--- src/rtl/int_alu.sv ---
module int_alu #(
  parameter int DW = 32
) (
  input  logic [3:0]      alu_op,
  input  logic [DW-1:0]   opa,
  input  logic [DW-1:0]   opb,
  input  logic [DW/2-1:0] imm,
  input  logic            imm_en,
  output logic [DW-1:0]   res,
  output logic            res_zero,
  output logic            ovf_trap
);
  localparam int IW = DW / 2;
  localparam logic [3:0] OP_ADD  = 4'd0;
  localparam logic [3:0] OP_ADDU = 4'd1;
  localparam logic [3:0] OP_SUB  = 4'd2;
  localparam logic [3:0] OP_SUBU = 4'd3;
  localparam logic [3:0] OP_SLT  = 4'd4;
  localparam logic [3:0] OP_SLTU = 4'd5;
  localparam logic [3:0] OP_AND  = 4'd6;
  localparam logic [3:0] OP_OR   = 4'd7;
  localparam logic [3:0] OP_LUI  = 4'd8;

  logic          is_logic, is_sub, sign_ovf;
  logic [DW-1:0] imm_ext, b_eff, b_add;
  logic [DW:0]   sum;

  assign is_logic = (alu_op == OP_AND) || (alu_op == OP_OR);
  assign is_sub   = (alu_op == OP_SUB) || (alu_op == OP_SUBU) ||
                    (alu_op == OP_SLT) || (alu_op == OP_SLTU);
  assign imm_ext  = is_logic ? {{IW{1'b0}}, imm} : {{IW{imm[IW-1]}}, imm};
  assign b_eff    = imm_en ? imm_ext : opb;
  assign b_add    = is_sub ? ~b_eff : b_eff;
  assign sum      = {1'b0, opa} + {1'b0, b_add} + {{DW{1'b0}}, is_sub};
  assign sign_ovf = (opa[DW-1] == b_add[DW-1]) && (sum[DW-1] != opa[DW-1]);

  always_comb begin
    res      = '0;
    ovf_trap = 1'b0;
    case (alu_op)
      OP_ADD, OP_SUB: begin
        res      = sum[DW-1:0];
        ovf_trap = sign_ovf;
      end
      OP_ADDU, OP_SUBU: res = sum[DW-1:0];
      OP_SLT:  res = {{(DW-1){1'b0}}, sum[DW-1] ^ sign_ovf};
      OP_SLTU: res = {{(DW-1){1'b0}}, ~sum[DW]};
      OP_AND:  res = opa & b_eff;
      OP_OR:   res = opa | b_eff;
      OP_LUI:  res = {imm, {IW{1'b0}}};
      default: ;
    endcase
  end

  assign res_zero = ~|res;
endmodule

--- config.mk ---
export PLATFORM = sky130hd
export DESIGN_NAME = int_alu
export DESIGN_NICKNAME = d
export VERILOG_FILES = /design/src/rtl/int_alu.sv
export SDC_FILE = /design/constraint.sdc
export NUM_CORES = 1
export LEC_CHECK = 0
export BUFFER_PORTS_ARGS = -buffer_cell sky130_fd_sc_hd__buf_2
export CAP_MARGIN = 20
export CORE_UTILIZATION = 55
export DETAILED_ROUTE_END_ITERATION = 12
export PLACE_DENSITY = 0.86
export RECOVER_POWER = 25
export REMOVE_ABC_BUFFERS = 1
export SLEW_MARGIN = 20
export SYNTH_ARGS = -nofsm -noshare
export SYNTH_HDL_FRONTEND = slang
export SYNTH_SLANG_ARGS = --single-unit
--- constraint.sdc ---
create_clock -name vclk -period 5.3
set_input_delay 0.265 -clock vclk [all_inputs]
set_output_delay 0.265 -clock vclk [all_outputs]
set_load 0.005 [all_outputs]
After elaboration in Yosys (flattened, before gate mapping)
Cells that the tools add are included.
- input port bits: 85
- output and inout bits: 34
- word-level logic and storage cells: 32
- flip-flop bits (word level): 0
- bitwise gates (word level): 5
- equality and inequality tests: 10
- add/sub/neg operators: 2
- reduce and logical (&&, ||, !) cells: 10
- mux-type cells: 5
- operators by type and width (operator ; count):
    case mux 32 bit (6 select lines) ; 1
    2-to-1 mux 32 bit ; 3
    adder 32 x 32 -> 33 bit ; 1
    adder 33 x 1 -> 33 bit ; 1
    bitwise AND 32 bit ; 1
    NOT 32 bit ; 1
    bitwise OR 32 bit ; 1
    OR reduction 32 bit ; 1
    equality test 4 x 3 -> 1 bit (second input constant) ; 4
    equality test 4 x 2 -> 1 bit (second input constant) ; 2
    equality test 4 x 1 -> 1 bit (second input constant) ; 1
    equality test 4 bit (second input constant) ; 1
    zero test 4 bit ; 1
    logical OR 1 bit ; 4
    OR reduction 4 bit ; 1
    OR reduction 2 bit ; 1
    equality test 1 bit ; 1
    logical AND 1 bit ; 1
    zero test 1 bit ; 1
    2-to-1 mux 1 bit ; 1
    inequality test 1 bit ; 1
    NOT 1 bit ; 1
    bitwise XOR 1 bit ; 1

Depth between registers and ports, before layout
- depth after elaboration: 14
- depth in mapped cells: 20
- gate-level depth less buffers: 16

Worst setup path after synthesis
OpenSTA, ideal clock, no wires.
- path kind: input to output
- start point: in imm_en
- end point: out res_zero
- stages on the path: 19
- slack: 0.717 ns
- data required time: 5.035 ns
- path buffers: 5
- arrival: 4.318 ns
- cell sequence: buf_1 buf_2 buf_2 clkbuf_1 nand2_1 clkbuf_1 o21ai_0 xnor2_1 ha_1 a21oi_1 o21ai_0 and3_1 a21oi_1 nand2_1 o32ai_1 xor2_1 o21ai_0 or4_1 nor3_2
- elaborated cells on any way between the ends: 15
- those cells by class: 2 x add/sub; 2 x eq/ne; 3 x mux; 5 x bitwise; 3 x reduce/logical
- RTL lines (element ; RTL line ; source):
    start: declaration ; 8 ; input logic imm_en,
    2-to-1 mux 32 bit (*) ; 32 ; assign b_eff = imm_en ? imm_ext : opb;
    NOT 32 bit ; 33 ; assign b_add = is_sub ? ~b_eff : b_eff;
    2-to-1 mux 32 bit ; 33 ;
    adder 32 x 32 -> 33 bit ; 34 ; assign sum = {1'b0, opa} + {1'b0, b_add} + {{DW{1'b0}}, is_sub};
    adder 33 x 1 -> 33 bit ; 34 ;
    case mux 32 bit (6 select lines) (*) ; 40 ; case (alu_op)
    named net res[28] ; 9 ; output logic [DW-1:0] res,
    OR reduction 32 bit (*) ; 55 ; assign res_zero = ~|res;
    zero test 1 bit (*) ; 55 ;
    end: declaration ; 10 ; output logic res_zero,
Mark *: on every way through the listed nets, which the timed path passes. The rest lies on a longest branch.

Worst setup path after layout
- start point: in imm_en
- end point: out res_zero
- word-level cells in the longest chain between the ends: 11
- elaborated cells on any way between the ends: 15
- those cells by class: 2 x add/sub; 2 x eq/ne; 3 x mux; 5 x bitwise; 3 x reduce/logical
- ends and longest elaborated chain (element ; RTL line ; source):
    2-to-1 mux 32 bit (*) ; 32 ;
    NOT 32 bit ; 33 ;
    2-to-1 mux 32 bit ; 33 ;
    adder 32 x 32 -> 33 bit ; 34 ;
    adder 33 x 1 -> 33 bit ; 34 ;
    inequality test 1 bit ; 35 ; assign sign_ovf = (opa[DW-1] == b_add[DW-1]) && (sum[DW-1] != opa[DW-1]);
    logical AND 1 bit ; 35 ;
    bitwise XOR 1 bit ; 46 ; OP_SLT: res = {{(DW-1){1'b0}}, sum[DW-1] ^ sign_ovf};
    case mux 32 bit (6 select lines) (*) ; 40 ;
    OR reduction 32 bit (*) ; 55 ;
    zero test 1 bit (*) ; 55 ;
Every way passes the cells marked *; elsewhere a longest branch is shown, timed or not.

==> flow_metrics.tcl <==
set metrics [dict create \
    status "complete, no violations" \
    drive_gt1_share_pct 21.9 \
    fin_nets 778 \
    overflow 0 \
    hold_slack_ns 0.872 \
    rsz0062_at_grt "false" \
    synthToLayoutAreaGrowth_pct 17.8 \
    pre_cts_ws_ns 0.313 \
    fp.dieW_um 83.2 \
    leakage_nw 1.91 \
    yosysMostFrequentCell "o21ai_0" \
    wl_um 14300 \
    post_cts_resized 0 \
    hold_buffers 0 \
    fill_cells 596 \
    drt-wirelength-per-cell_um 19.5 \
    worstMarginPinSlew_ns 1.13 \
    fin_crit_sh_pct 93.0 \
    portBuffers 119 \
    max_freq_mhz 203 \
    synth_area_sq_um 3630 \
    track_usage_pct 39.2 \
    cp_data_required_time_ns 5.04 \
    hold_path_class "in2out" \
    finalHoldViolCount 0 \
    synthesis.instances 563 \
    avgViaCountPerCell 6.77 \
    worst_path_most_repeated_cell "o21ai_0" \
    dp_hpwl_um 11500 \
    slowest_delay_ns 0.52 \
    gp_congestion 0.998 \
    synth_warnings 0 \
    post-route-min-period_ns 4.93 \
    layout.cells.non_filler 735 \
    final_util_pct 67.3 \
    setup_slack_ns 0.373 \
    fin_setup_tns_ns 0 \
    ios 119 \
    syn_area_per_cell_sq_um 6.44 \
    slew_viol_final 0 \
    crit_path_top_delay_cell "or4_1" \
    ir_drop_uv 112 \
    grt_pass1_wl_um 22300 \
    nFlopsAndLatches 0 \
    worstSetupPathType "in2out" \
    crit_chain "buf_2 -> nand2_1 -> o21ai_0 -> xnor2_1 -> ha_1 -> a21oi_1 -> o21ai_0 -> and3_1 -> a21oi_1 -> nand2_1 -> o32ai_1 -> xor2_1 -> o21ai_0 -> or4_1 -> nor3_2 -> buf_2" \
    grt_max_degree 32 \
    antenna_found_initial 0 \
    synthDistinctLibCells 65 \
    critPathCaptureType "output port" \
    drc_errors 0 \
    rows 29 \
    ff_latch_area_sq_um 0 \
    drv_cap 0 \
    first_iter_violations 437 \
    vias 4977 \
    postRouteAntennaNets 0 \
    synth_common_cells "o21ai_0, a21oi_1, nor2_1" \
    synth.yosys.seq_area_share_pct 0 \
    die_area_sq_um 6930 \
    clkbuf_count 0 \
    cellPowerDensity_nw_per_um2 192 \
    max_slew_margin_pct 24.6 \
    dp_cells 734 \
    synth_top_area_share_pct 11.0 \
    postCtsSetupBuffers 0 \
    crit_arrival_ns 4.66 \
    start_util_pct 57.1 \
    critPathLaunchType "primary input" \
    synth_area_leaders "ha_1, xnor2_1, o21ai_0, a21oi_1, nor2_1" \
    synth.largest_area_cell "ha_1" \
    cp_max_fo 19 \
    setup_viol 0 \
    diodes 0 \
    grt_pass1_vias 4455 \
    core-area_sq_um 6350 \
    die_h_um 83.2 \
    drt-pass1-iter-count 6 \
]
-- metrics by stage --
| stage | power [mW] | cell area, sq um |
|---|---|---|
| after floorplan | 0.541 | 3500 |
| after global placement | 0.776 | 4270 |
| after detailed placement | 0.786 | 4270 |
| after CTS | 0.791 | 4270 |
| after global routing | 0.885 | 4280 |
| final | 0.819 | 4280 |
-- worst paths after layout --
| path | to | start | cells past startpoint |
|---|---|---|---|
| max | res_zero | imm_en | 16 |
| min | res[30] | imm[14] | 4 |
-- kinds of logic (layout without fill, tap and decap cells) --
| family | after synthesis | count (layout) | share of synthesized area, % |
|---|---|---|---|
| mux | 19 | 19 | 5.45 |
| fa+ha+maj | 50 | 50 | 16.3 |
| buf+inv | 49 | 143 | 5.17 |
| simple gates | 198 | 199 | 27.5 |
| xor+xnor | 53 | 53 | 12.8 |
| compound gates | 194 | 194 | 32.8 |
-- where the power goes --
group | leakage (nW) | switching, mW | internal, mW
logic | 1.91 | 0.493 | 0.326
registers | 0 | 0 | 0
clock network | 0 | 0 | 0
total | 1.91 | 0.493 | 0.326
-- per-layer routing --
layer  GRT usage, %  up-vias  share of wire, %
met4           9.09        0               3.2
met2           65.8      351                45
li1               -     2292                 -
met5              0        -                 0
met1           52.5     2293                41
met3           5.96       41                11
-- placed cells by master, fill, tap and decap left out, types with 13 or more instances in the layout --
cell type	instances
maj3_1	17
o21ai_0	60
nand4_1	14
inv_1	15
nand2_1	51
buf_2	115
a21oi_1	56
mux2i_1	16
xor2_1	13
nor2_1	55
ha_1	32
xnor2_1	39
-- critical path, delay by kind of cell --
kind                     cells  cell delay, ns
AO/OA/AOI/OAI                6            1.59
AND/OR/NAND/NOR              5            1.51
buffers and inverters        2            0.57
adder cells (fa/ha/maj)      1            0.40
XOR/XNOR                     2            0.31
-- area by class of cell --
| type | instances | area (sq um) | area share, % |
|---|---|---|---|
| inverter | 15 | 56.3 | 1.32 |
| multi-input combinational | 515 | 3460 | 81.0 |
| timing repair buffer | 128 | 661 | 15.5 |
| tap | 77 | 96.3 | 2.25 |
No activity file was read; power rests on OpenSTA's default activity.
